<file path="config.mk">
export PLATFORM = sky130hd
export DESIGN_NAME = pixscan_clkgen
export DESIGN_NICKNAME = d
export VERILOG_FILES = /design/src/rtl/scan_pkg.sv /design/src/rtl/scan_cycle_counter.sv /design/src/rtl/scan_window_decode.sv /design/src/rtl/scan_clock_gate.sv /design/src/rtl/pixscan_clkgen.sv
export SDC_FILE = /design/constraint.sdc
export NUM_CORES = 1
export LEC_CHECK = 0
export BUFFER_PORTS_ARGS = -buffer_cell sky130_fd_sc_hd__buf_4
export CAP_MARGIN = 10
export CORE_AREA = 3 3 40 42
export DETAILED_ROUTE_END_ITERATION = 6
export DIE_AREA = 0 0 43 45
export SLEW_MARGIN = 5
export SYNTH_ARGS = -nofsm -noshare
export SYNTH_HDL_FRONTEND = slang
export SYNTH_SLANG_ARGS = --single-unit
export TNS_END_PERCENT = 5
</file>
<file path="constraint.sdc">
create_clock -name clk -period 2.2 [get_ports clk]
set_input_delay 0.33 -clock clk [delete_from_list [all_inputs] [get_ports clk]]
set_output_delay 0.33 -clock clk [all_outputs]
set_load 0.01 [all_outputs]
</file>
<file path="src/rtl/scan_pkg.sv">
package scan_pkg;
  localparam int NUM_GATES = 3;
  localparam int GATE_LOAD  = 0;
  localparam int GATE_SHIFT = 1;
  localparam int GATE_PIX   = 2;
endpackage

</file>
<file path="src/rtl/scan_cycle_counter.sv">
module scan_cycle_counter #(
  parameter int PERIOD = 32,
  localparam int CW = $clog2(PERIOD)
) (
  input  logic          clk,
  input  logic          rst,
  input  logic          scan_en,
  output logic [CW-1:0] count,
  output logic          active,
  output logic [CW-1:0] nxt_count,
  output logic          nxt_active
);
  localparam logic [CW-1:0] LAST = CW'(PERIOD - 1);

  always_comb begin
    if (rst || !scan_en) begin
      nxt_count  = '0;
      nxt_active = 1'b0;
    end else if (!active) begin
      nxt_count  = '0;
      nxt_active = 1'b1;
    end else begin
      nxt_count  = (count == LAST) ? '0 : count + 1'b1;
      nxt_active = 1'b1;
    end
  end

  always_ff @(posedge clk) begin
    count  <= nxt_count;
    active <= nxt_active;
  end

  assert_count_step_R1: assert property (@(posedge clk) disable iff (rst)
    (active && scan_en && count != LAST) |=> (count == $past(count) + 1'b1));

  assert_count_wrap_R1: assert property (@(posedge clk) disable iff (rst)
    (active && scan_en && count == LAST) |=> (count == '0 && active));

  assert_idle_hold_R5: assert property (@(posedge clk) disable iff (rst)
    (!scan_en) |=> (count == '0 && !active));
endmodule

</file>
<file path="src/rtl/scan_window_decode.sv">
module scan_window_decode #(
  parameter int PERIOD = 32,
  parameter int FIRST  = 0,
  parameter int LAST   = 0,
  localparam int CW = $clog2(PERIOD)
) (
  input  logic          clk,
  input  logic [CW-1:0] nxt_count,
  input  logic          nxt_active,
  output logic          gate_en
);
  logic in_window;

  always_comb begin
    in_window = nxt_active && (int'(nxt_count) >= FIRST) && (int'(nxt_count) <= LAST);
  end

  // Captured while the base clock is low, ahead of the rising edge it serves.
  always_ff @(negedge clk) begin
    gate_en <= in_window;
  end
endmodule

</file>
<file path="src/rtl/scan_clock_gate.sv">
module scan_clock_gate (
  input  logic clk_in,
  input  logic gate_en,
  output logic gclk
);
  assign gclk = clk_in & gate_en;

  always @(gate_en) begin
    assert_gate_moves_low_R8: assert (clk_in == 1'b0)
      else $error("gate enable changed while base clock high");
  end
endmodule

</file>
<file path="src/rtl/pixscan_clkgen.sv">
module pixscan_clkgen #(
  parameter int PERIOD      = 32,
  parameter int LOAD_FIRST  = 0,
  parameter int LOAD_LAST   = 5,
  parameter int SHIFT_CYCLE = 8,
  parameter int PIX_FIRST   = 15,
  parameter int PIX_LAST    = 30,
  localparam int CW = $clog2(PERIOD)
) (
  input  logic          clk,
  input  logic          rst,
  input  logic          scan_en,
  output logic          load_clk,
  output logic          shift_clk,
  output logic          pix_clk,
  output logic [CW-1:0] cycle_idx,
  output logic          pixel_done
);
  import scan_pkg::*;

  localparam int WIN_FIRST [NUM_GATES] = '{LOAD_FIRST, SHIFT_CYCLE, PIX_FIRST};
  localparam int WIN_LAST  [NUM_GATES] = '{LOAD_LAST,  SHIFT_CYCLE, PIX_LAST};

  logic          active;
  logic          nxt_active;
  logic [CW-1:0] nxt_count;
  logic [NUM_GATES-1:0] gate_en;
  logic [NUM_GATES-1:0] gclk;

  scan_cycle_counter #(.PERIOD(PERIOD)) u_counter (
    .clk       (clk),
    .rst       (rst),
    .scan_en   (scan_en),
    .count     (cycle_idx),
    .active    (active),
    .nxt_count (nxt_count),
    .nxt_active(nxt_active)
  );

  for (genvar g = 0; g < NUM_GATES; g++) begin : g_gate
    scan_window_decode #(
      .PERIOD(PERIOD), .FIRST(WIN_FIRST[g]), .LAST(WIN_LAST[g])
    ) u_decode (
      .clk       (clk),
      .nxt_count (nxt_count),
      .nxt_active(nxt_active),
      .gate_en   (gate_en[g])
    );

    scan_clock_gate u_gate (
      .clk_in (clk),
      .gate_en(gate_en[g]),
      .gclk   (gclk[g])
    );
  end

  assign load_clk   = gclk[GATE_LOAD];
  assign shift_clk  = gclk[GATE_SHIFT];
  assign pix_clk    = gclk[GATE_PIX];
  assign pixel_done = active && (cycle_idx == CW'(PERIOD - 1));

  assert_idle_gates_off_R5: assert property (@(posedge clk) disable iff (rst)
    (!scan_en) |-> (gate_en == '0));

  assert_shift_single_R3: assert property (@(posedge clk) disable iff (rst)
    gate_en[GATE_SHIFT] |=> !gate_en[GATE_SHIFT]);

  assert_done_then_load_R7: assert property (@(posedge clk) disable iff (rst)
    (pixel_done && scan_en) |-> (gate_en[GATE_LOAD] && !gate_en[GATE_PIX]));
endmodule

</file>
==> impl_metrics.py, run 1 <==
metrics = {
    "finish": {
        "nets": 74,
        "fill_cells": 118,
        "diodes": 0,
        "drive_above_1_share_pct": 62.3,
        "fin_area_um2": 717,
        "syn2layout_area_growth_pct": 83.7,
        "final_util_pct": 55.8,
    },
    "setup_path": {
        "slowest_delay_ps": 350,
        "reg2regPathDepth": 6,
        "path_max_fanout": 4,
        "r2r-start": "u_counter.count[0]$_DFF_P_",
        "crit_type": "flip-flop to flip-flop",
        "cp_slowest_cell": "dfxtp_4",
        "r2r_end": "g_gate[2].u_decode.gate_en$_DFF_N_",
        "crit_path_frequent_cell": "ha_4",
        "setup.worst_path.end_class": "flip-flop",
        "crit_chain": "ha_4 -> and3_4 -> ha_4 -> nand4bb_4 -> nor4_4 -> mux2_4",
        "required_ps": 1430,
        "r2r_slack_ps": -500,
        "start_kind": "flip-flop",
        "worstPathArrival_ps": 1920,
    },
    "routing": {
        "viasPerCell": 4.57,
        "antenna_left": 0,
        "drt_pass1_iterations": 3,
        "wirelength_mm": 1.03,
        "drtIter0Drc": 4,
        "detail_route.wl_per_cell_um": 12.2,
        "num_vias": 384,
        "drcViolationCount": 0,
    },
    "logic_synthesis": {
        "ys_types": 20,
        "yosysTopAreaCellShare_pct": 46.2,
        "synthArstFlopShare_pct": 0,
        "synthTopCellsByArea": "dfxtp_1, and2_1, ha_1",
        "netlist_top_cells_count": "dfxtp_1, and2_1, nor2_1",
        "syn-instance-count": 37,
        "synth_top_area_cell": "dfxtp_1",
        "avgSynthCellArea_um2": 10.6,
        "synth_nets": 42,
        "yosysSeqAreaShare_pct": 46.2,
        "synth_flop_cell": "dfxtp_1",
        "yosysWarnings": 0,
        "syn_area_um2": 390,
        "yosysMostFrequentCell": "dfxtp_1",
        "synth_edf_count": 0,
        "synth_seq_cells": 9,
    },
    "floorplanning": {
        "die_x_um": 43,
        "io_pins": 12,
        "die_area_mm2": 0.00194,
        "row_count": 13,
        "dieHeight_um": 45,
        "coreArea_mm2": 0.00128,
        "initial_core_util_pct": 30.4,
    },
    "placement": {
        "dp_hpwl_um": 654,
        "place_congestion": 0.748,
        "place_area_um2": 604,
        "port-buffer-count": 11,
    },
    "power_and_ir_drop": {
        "p_int_uw": 353,
        "ir_drop_v": 0.000386,
        "p_leak_uw": 0.000330,
        "power_frac_comb_pct": 3.9,
        "power_frac_seq_pct": 34.3,
        "powerDensity_mw_per_mm2": 680,
        "switching_share_pct": 27.5,
        "p_clk_share_pct": 61.9,
        "switchingPower_uw": 134,
    },
    "timing": {
        "fin_skew_ps": 74.0,
        "hold_viol_final": 0,
        "max-slew-margin-rel_pct": 77.7,
        "tightest_slew_ps": 334,
        "rsz0062_at_grt": "yes",
        "fin_ws_ps": -496,
        "report.final.slew_viol_count": 0,
        "setup_violations": 9,
    },
    "worst_hold_path": {
        "worstHoldPathType": "primary input to flip-flop",
        "holdPathEnd": "u_counter.active$_DFF_P_",
        "hp-start": "scan_en",
        "whs_path_depth": 3,
    },
    "clocking": {
        "clock_latency_ps": 450,
        "cts_tree": "built",
        "post_cts_buffers": 0,
        "clk_pin_slew_ps": 70,
        "cts-hold-fix-buffers": 0,
    },
    "global_route": {
        "grt_max_degree": 6,
        "grt_pass1_vias": 454,
        "grt_pass1_wl_mm": 1.78,
        "antenna_found_initial": 0,
        "grt_use_total_pct": 14.4,
        "grt.overflow.total": 0,
    },
    "status": {
        "status": "finished with violations",
        "failed_checks": "setup timing",
    },
    "job": {
        "max_cap_viol_count": 0,
    },
}
worst max-delay path by stage:
stage | end | from | cells after the start | slack, ps
floorplan | g_gate[2].u_decode.gate_en$_DFF_N_ | u_counter.count[0]$_DFF_P_ | 7 | -630
global placement | g_gate[2].u_decode.gate_en$_DFF_N_ | u_counter.count[0]$_DFF_P_ | 6 | -650
detailed placement | g_gate[2].u_decode.gate_en$_DFF_N_ | u_counter.count[0]$_DFF_P_ | 6 | -670
CTS | g_gate[2].u_decode.gate_en$_DFF_N_ | u_counter.count[0]$_DFF_P_ | 6 | -500
global route | g_gate[2].u_decode.gate_en$_DFF_N_ | u_counter.count[0]$_DFF_P_ | 6 | -560
finish | g_gate[2].u_decode.gate_en$_DFF_N_ | u_counter.count[0]$_DFF_P_ | 6 | -500
cell usage in the layout, fill, tap and decap left out:
cell | synthesis | layout
o311a_1 | 1 | 1
clkbuf_1 | 0 | 1
and3_4 | 0 | 1
clkbuf_4 | 0 | 7
clkinv_1 | 0 | 1
and2b_1 | 1 | 1
inv_1 | 1 | 3
nor2_1 | 4 | 4
nand2b_1 | 1 | 1
and3_1 | 2 | 1
buf_6 | 0 | 3
nand2_1 | 1 | 1
xor2_1 | 1 | 1
buf_4 | 0 | 19
xnor2_2 | 1 | 1
mux2_4 | 0 | 1
dfxtp_1 | 9 | 7
nor4_2 | 0 | 1
inv_2 | 1 | 1
nand4bb_4 | 0 | 1
o21a_1 | 1 | 1
dfxtp_2 | 0 | 1
nor4_4 | 1 | 1
dfxtp_4 | 0 | 1
and2_1 | 4 | 1
ha_4 | 0 | 2
and2_4 | 0 | 3
nand3_1 | 2 | 2
registers in the layout, indices dropped and copies added, names as in the netlist:
register                 flops
u_counter.active             1
u_counter.count              5
g_gate.u_decode.gate_en      3
critical path: cells and delay by family, from the launching register on:
kind / cells / cell delay [ps]
fa+ha+maj: 2 / 300
flops: 1 / 350
simple gates: 3 / 570
mux: 1 / 320
cells by family after synthesis:
family / count (synthesis) / synth area share, %
buffers and inverters: 3 / 3.20
multiplexers: 1 / 2.88
XOR/XNOR: 2 / 6.41
flip-flops: 9 / 46.2
adder cells (fa/ha/maj): 2 / 6.41
AO/OA/AOI/OAI: 2 / 4.49
AND/OR/NAND/NOR: 18 / 30.4
metal layers:
layer	GRT usage, %	share of wire (%)	vias up
met5	0	0	-
met4	13.9	1.4	0
met3	15.5	9.8	2
met2	19.8	51	12
met1	10.8	38	180
li1	-	-	190
cell type report:
cell class	instances	area (um2)	share of cell area, %
well taps	15	18.8	2.62
clock inverters	4	15.0	2.09
inverters	1	3.75	0.524
repair buffers	19	143	19.9
clock buffers	11	90.1	12.6
multi-input cells	25	262	36.5
flip-flops and latches	9	185	25.8
power by group through the flow:
| stage | clock, uW | sequential, uW | combinational, uW |
|---|---|---|---|
| 3_5_place_dp | 25.8 | 170 | 16.6 |
| 6_report | 302 | 167 | 18.8 |
| 4_1_cts | 310 | 167 | 18.8 |
| 2_1_floorplan | 18.6 | 170 | 7.06 |
| 3_3_place_gp | 25.8 | 170 | 16.6 |
| 5_1_grt | 339 | 167 | 20.3 |
repair_timing:
item / in CTS / in global routing
gates resized for setup: 10 / 0
pin swaps: 4 / 0
setup endpoints to repair: 9 / 9
through the flow:
step | setup WS [ps] | power [uW] | hold WS, ps | std cells | TNS (ps)
finish | -496 | 488 | 318 | 84 | -1960
floorplan | -633 | 196 | 454 | 37 | -1600
CTS | -499 | 496 | 317 | 84 | -1970
global route | -561 | 527 | 299 | 84 | -2260
detailed placement | -672 | 212 | 531 | 73 | -1880
global placement | -646 | 212 | 531 | 73 | -1870
(Power assumes the default switching activity.)
==> run 2: changes to the inputs <==
--- a/config.mk
+++ b/config.mk
@@ -10,7 +10,7 @@
 export CORE_AREA = 3 3 40 42
 export DETAILED_ROUTE_END_ITERATION = 6
 export DIE_AREA = 0 0 43 45
-export SLEW_MARGIN = 5
+export GPL_TIMING_DRIVEN = 0
 export SYNTH_ARGS = -nofsm -noshare
 export SYNTH_HDL_FRONTEND = slang
 export SYNTH_SLANG_ARGS = --single-unit
==> impl_metrics.py, run 2 (same netlist as run 1, synthesis figures left out) <==
metrics = {
    "status": {
        "failed_checks": "setup timing",
        "status": "finished with violations",
    },
    "timing": {
        "hold_viol_final": 0,
        "fin_ws_ps": -614,
        "rsz0062_at_grt": "yes",
        "setup_violations": 9,
        "report.final.slew_viol_count": 0,
        "tightest_slew_ps": 307,
        "max-slew-margin-rel_pct": 79.3,
        "fin_skew_ps": 75.5,
        "holdWs_ps": 241,
    },
    "floorplanning": {
        "die_area_mm2": 0.00194,
        "row_count": 13,
        "dieHeight_um": 45,
        "initial_core_util_pct": 30.4,
        "die_x_um": 43,
        "io_pins": 12,
        "coreArea_mm2": 0.00128,
    },
    "finish": {
        "nets": 65,
        "final_cell_mix": "buf_4, clkbuf_4, dfxtp_1",
        "regMostFlops": "u_counter.count",
        "fin_area_um2": 624,
        "drive_above_1_share_pct": 51.7,
        "diodes": 0,
        "layout_commonest_cell": "buf_4",
        "syn2layout_area_growth_pct": 59.9,
        "final_util_pct": 48.6,
        "top_regs": "u_counter.count (5), g_gate.u_decode.gate_en (3), u_counter.active (1)",
        "largest_reg_flops": 5,
        "fill_cells": 124,
    },
    "routing": {
        "viasPerCell": 4.49,
        "drt_pass1_iterations": 2,
        "drcViolationCount": 0,
        "detail_route.wl_per_cell_um": 10.9,
        "num_vias": 337,
        "drtIter0Drc": 1,
        "wirelength_um": 821,
        "antenna_left": 0,
    },
    "global_route": {
        "grt_max_degree": 7,
        "grt.overflow.total": 0,
        "use_met1_pct": 10.4,
        "grt_pass1_vias": 387,
        "grt_use_total_pct": 11.2,
        "use_met2_pct": 13.8,
        "antenna_found_initial": 0,
        "grt_busiest_layer": "met2",
        "met3_usage_pct": 9.96,
        "grt_pass1_wl_mm": 1.43,
    },
    "setup_path": {
        "crit_type": "flip-flop to flip-flop",
        "cp_slowest_cell": "dfxtp_4",
        "slowest_delay_ps": 360,
        "crit_path_frequent_cell": "ha_4",
        "crit_chain": "ha_4 -> and3_4 -> ha_4 -> nand4bb_1 -> buf_6 -> nor4_4 -> mux2_4",
        "required_ps": 1410,
        "start_kind": "flip-flop",
        "worstPathArrival_ps": 2030,
        "setup.worst_path.end_class": "flip-flop",
        "path_max_fanout": 6,
    },
    "clocking": {
        "clock_latency_ps": 440,
        "cts-hold-fix-buffers": 0,
        "cts_tree": "built",
        "clk_pin_slew_ps": 60,
    },
    "power_and_ir_drop": {
        "ir_drop_v": 0.000469,
        "powerDensity_mw_per_mm2": 752,
        "p_leak_uw": 0.000287,
    },
    "placement": {
        "place_ws_ps": -699,
        "place_area_um2": 533,
        "port-buffer-count": 11,
        "place_congestion": 0.736,
    },
    "worst_hold_path": {
        "worstHoldPathType": "primary input to flip-flop",
    },
    "job": {
        "max_cap_viol_count": 0,
    },
}
## run 2: changes by cell type in the layout (fill, tap and decap cells not counted), sizes merged
cell,before,now
clkinv,1,0
inv,4,5
buf,22,13
## run 2: critical path, delay by kind of cell (launching register included)
family / cells / cell delay (ps)
adders and majority gates: 2 / 300
buffers and inverters: 1 / 150
DFF: 1 / 360
muxes: 1 / 320
and+or+nand+nor: 3 / 520
## run 2: stage by stage
| step | std cells | total power [uW] | setup TNS [ps] |
|---|---|---|---|
| 2_1_floorplan | 37 | 196 | -1600 |
| 3_3_place_gp | 63 | 208 | -1820 |
| 3_5_place_dp | 63 | 208 | -1820 |
| 4_1_cts | 75 | 485 | -2360 |
| 5_1_grt | 75 | 512 | -2700 |
| 6_report | 75 | 469 | -2250 |
## run 2: cell type report
| type | count | area [um2] | area share [%] |
|---|---|---|---|
| buffer | 1 | 11.3 | 1.80 |
| clock buffer | 11 | 86.3 | 13.8 |
| clock inverter | 4 | 15.0 | 2.40 |
| inverter | 1 | 3.75 | 0.601 |
| multi-input combinational | 25 | 236 | 37.9 |
| sequential | 9 | 185 | 29.7 |
| tap | 15 | 18.8 | 3.01 |
| timing repair buffer | 9 | 67.6 | 10.8 |
## run 2: metal layers
metal | vias up | share of wire (%)
met1 | 154 | 45
met4 | 0 | 0
met5 | - | 0
li1 | 173 | -
met2 | 10 | 46
met3 | 0 | 9.3
## run 2: final timing paths
| path | start | to | slack (ps) | cells after the start |
|---|---|---|---|---|
| hold reg to reg | u_counter.count[0]$_DFF_P_ | u_counter.count[0]$_DFF_P_ | 460 | 1 |
| setup / recovery | u_counter.count[0]$_DFF_P_ | g_gate[2].u_decode.gate_en$_DFF_N_ | -610 | 7 |
| hold / removal | scan_en | u_counter.active$_DFF_P_ | 240 | 2 |
| setup reg to reg | u_counter.count[0]$_DFF_P_ | g_gate[2].u_decode.gate_en$_DFF_N_ | -610 | 7 |
## run 2: report_power, final
part           leakage, uW  total, uW  internal, uW  switching [uW]
Sequential       0.0000744        167           165            2.10
Clock            0.0000843        289           177             113
Combinational     0.000128       12.7          7.58            5.14
Total             0.000287        469           349             120
## run 2: repair_timing
item,4_1_cts,5_1_grt
setup endpoints to repair,9,9
resized for setup,5,0
pin swaps,1,0
setup buffers,1,0
==> run 3: changes to the inputs <==
--- a/config.mk
+++ b/config.mk
@@ -11,7 +11,9 @@
 export DETAILED_ROUTE_END_ITERATION = 6
 export DIE_AREA = 0 0 43 45
 export GPL_TIMING_DRIVEN = 0
+export MAX_ROUTING_LAYER = met4
 export SYNTH_ARGS = -nofsm -noshare
 export SYNTH_HDL_FRONTEND = slang
+export SYNTH_HIERARCHICAL = 1
 export SYNTH_SLANG_ARGS = --single-unit
 export TNS_END_PERCENT = 5
==> impl_metrics.py, run 3 <==
metrics = {
    "timing": {
        "hold_viol_final": 0,
        "fin_skew_ps": 71.9,
        "tightest_slew_ps": 281,
        "rsz0062_at_grt": "yes",
        "fin_ws_ps": -334,
        "max-slew-margin-rel_pct": 81.2,
        "report.final.slew_viol_count": 0,
        "setup_violations": 9,
    },
    "finish": {
        "final_cell_mix": "buf_4, clkbuf_4, dfxtp_1",
        "drive_above_1_share_pct": 55.9,
        "layout_commonest_cell": "buf_4",
        "nets": 64,
        "regMostFlops": "u_counter/count",
        "top_regs": "u_counter/count (5), g_gate.u_decode/gate_en (3), u_counter/active (1)",
        "syn2layout_area_growth_pct": 58.3,
        "diodes": 0,
        "final-instance-count-excl-fill": 74,
        "final_util_pct": 49.5,
        "largest_reg_flops": 5,
    },
    "global_route": {
        "grt_max_degree": 9,
        "grt.overflow.total": 0,
        "grt_pass1_vias": 381,
        "antenna_found_initial": 0,
        "grt_pass1_wl_mm": 1.42,
        "grt_use_total_pct": 11.1,
    },
    "logic_synthesis": {
        "synthTopCellsByArea": "dfxtp_1, nor3_2, ha_1",
        "synth_top_family_by_area": "simple AND/OR/NAND/NOR gates",
        "synth_edf_count": 0,
        "yosysMostFrequentCell": "dfxtp_1",
        "avgSynthCellArea_um2": 10.3,
        "synth_top_area_cell": "dfxtp_1",
        "synth_mux_area_share_pct": 2.49,
        "syn_area_um2": 402,
        "ys_types": 19,
        "netlist_top_cells_count": "dfxtp_1, inv_1, and2_1, nor3_2",
        "synthArstFlopShare_pct": 0,
        "synth_flop_cell": "dfxtp_1",
        "syn-instance-count": 39,
        "synth_seq_cells": 9,
        "synth_simple_gate_area_share_pct": 34.6,
        "synth_nets": 44,
        "synthXorXnorAreaFrac_pct": 4.36,
        "yosysTopAreaCellShare_pct": 44.9,
        "yosysWarnings": 6,
        "yosysSeqAreaShare_pct": 44.9,
        "synth_adder_area_share_pct": 6.23,
        "synth_compound_area_share_pct": 3.74,
    },
    "placement": {
        "place_ws_ps": -392,
        "dp_cells": 65,
        "place_congestion": 0.661,
        "dp_hpwl_um": 589,
        "port-buffer-count": 11,
    },
    "routing": {
        "num_vias": 340,
        "drcViolationCount": 0,
        "antenna_left": 0,
        "wirelength_um": 884,
        "drtIter0Drc": 6,
        "viasPerCell": 4.59,
        "detail_route.wl_per_cell_um": 11.9,
        "drt_pass1_iterations": 2,
    },
    "power_and_ir_drop": {
        "p_leak_uw": 0.000274,
        "total_power_uw": 471,
        "ir_drop_v": 0.000378,
        "powerDensity_mw_per_mm2": 741,
    },
    "floorplanning": {
        "initial_core_util_pct": 31.3,
        "dieHeight_um": 45,
        "die_x_um": 43,
        "die_area_mm2": 0.00194,
        "io_pins": 12,
        "row_count": 13,
        "coreArea_mm2": 0.00128,
    },
    "clocking": {
        "clk_pin_slew_ps": 60,
        "clock_latency_ps": 430,
        "cts-hold-fix-buffers": 0,
        "post_cts_buffers": 0,
        "cts_tree": "built",
    },
    "setup_path": {
        "crit_type": "flip-flop to flip-flop",
        "setup.worst_path.end_class": "flip-flop",
        "r2r_slack_ps": -330,
        "worstPathArrival_ps": 1750,
        "path_max_fanout": 5,
        "start_kind": "flip-flop",
        "required_ps": 1420,
    },
    "status": {
        "failed_checks": "setup timing",
        "status": "finished with violations",
    },
    "worst_hold_path": {
        "worstHoldPathType": "primary input to flip-flop",
    },
    "job": {
        "max_cap_viol_count": 0,
    },
}
run 3: changes by cell type in the layout (fill, tap and decap cells not counted), sizes merged, moves of 2 or more:
cell	change
nor3	+3
buf	-2
nand2	+2
nor4	-2
nand4	+2
nor2	-2
run 3: cell families after synthesis:
kind of cell               after synthesis
AOI/OAI and AO/OA                        1
xor gates and xnor gates                 2
and+or+nand+nor                         20
muxes                                    1
adders and majority gates                2
buffers and inverters                    4
DFF                                      9
run 3: worst max-delay path: stages, from the launching register on:
cell and delay (ps):
dfxtp_4 370, ha_4 160, and3_4 180, ha_4 170, nor3_4 230, nand4_1 140
mux2i_1 140
run 3: area by class of cell:
class                           count  area (um2)
Sequential cell                     9         188
Multi-Input combinational cell     26         260
Timing Repair Buffer                8        60.1
Fill cell                         127         649
Inverter                            1        3.75
Clock buffer                       11        90.1
Tap cell                           15        18.8
Clock inverter                      4        15.0
run 3: timing repair:
action	4_1_cts	5_1_grt
hold endpoints to repair	0	0
setup endpoints to repair	9	9
gates resized for setup	5	1
pin swaps	0	1
run 3: worst paths after layout:
path	startpoint	end	depth (start not counted)
worst min register to register	u_counter/count[0]$_DFF_P_	u_counter/count[0]$_DFF_P_	1
worst min-delay path	rst	u_counter/active$_DFF_P_	2
worst max register to register	u_counter/count[0]$_DFF_P_	g_gate[2].u_decode/gate_en$_DFF_N_	6
worst max-delay path	u_counter/count[0]$_DFF_P_	g_gate[2].u_decode/gate_en$_DFF_N_	6
run 3: routing by layer:
metal / wire length (um) / GRT usage (%) / vias up / share of wire, %
met1: 392 / 10.2 / 155 / 44
met3: 67 / 7.57 / 0 / 7.6
met4: 0 / 13.9 / 0 / 0
li1: - / - / 174 / -
met2: 424 / 13.5 / 11 / 48
met5: 0 / - / - / 0
run 3: stage by stage:
| stage | TNS, ps | hold WS, ps | area (um2) |
|---|---|---|---|
| 2_1_floorplan | -917 | 419 | 455 |
| 3_3_place_gp | -1080 | 492 | 557 |
| 3_5_place_dp | -1120 | 502 | 557 |
| 4_1_cts | -1600 | 152 | 633 |
| 5_1_grt | -1820 | 162 | 636 |
| 6_report | -1540 | 160 | 636 |
run 3: power by group:
group	total (uW)	internal (uW)	switching [uW]
sequential	166	164	2.24
combinational	12.4	6.35	6.02
clock	292	177	116
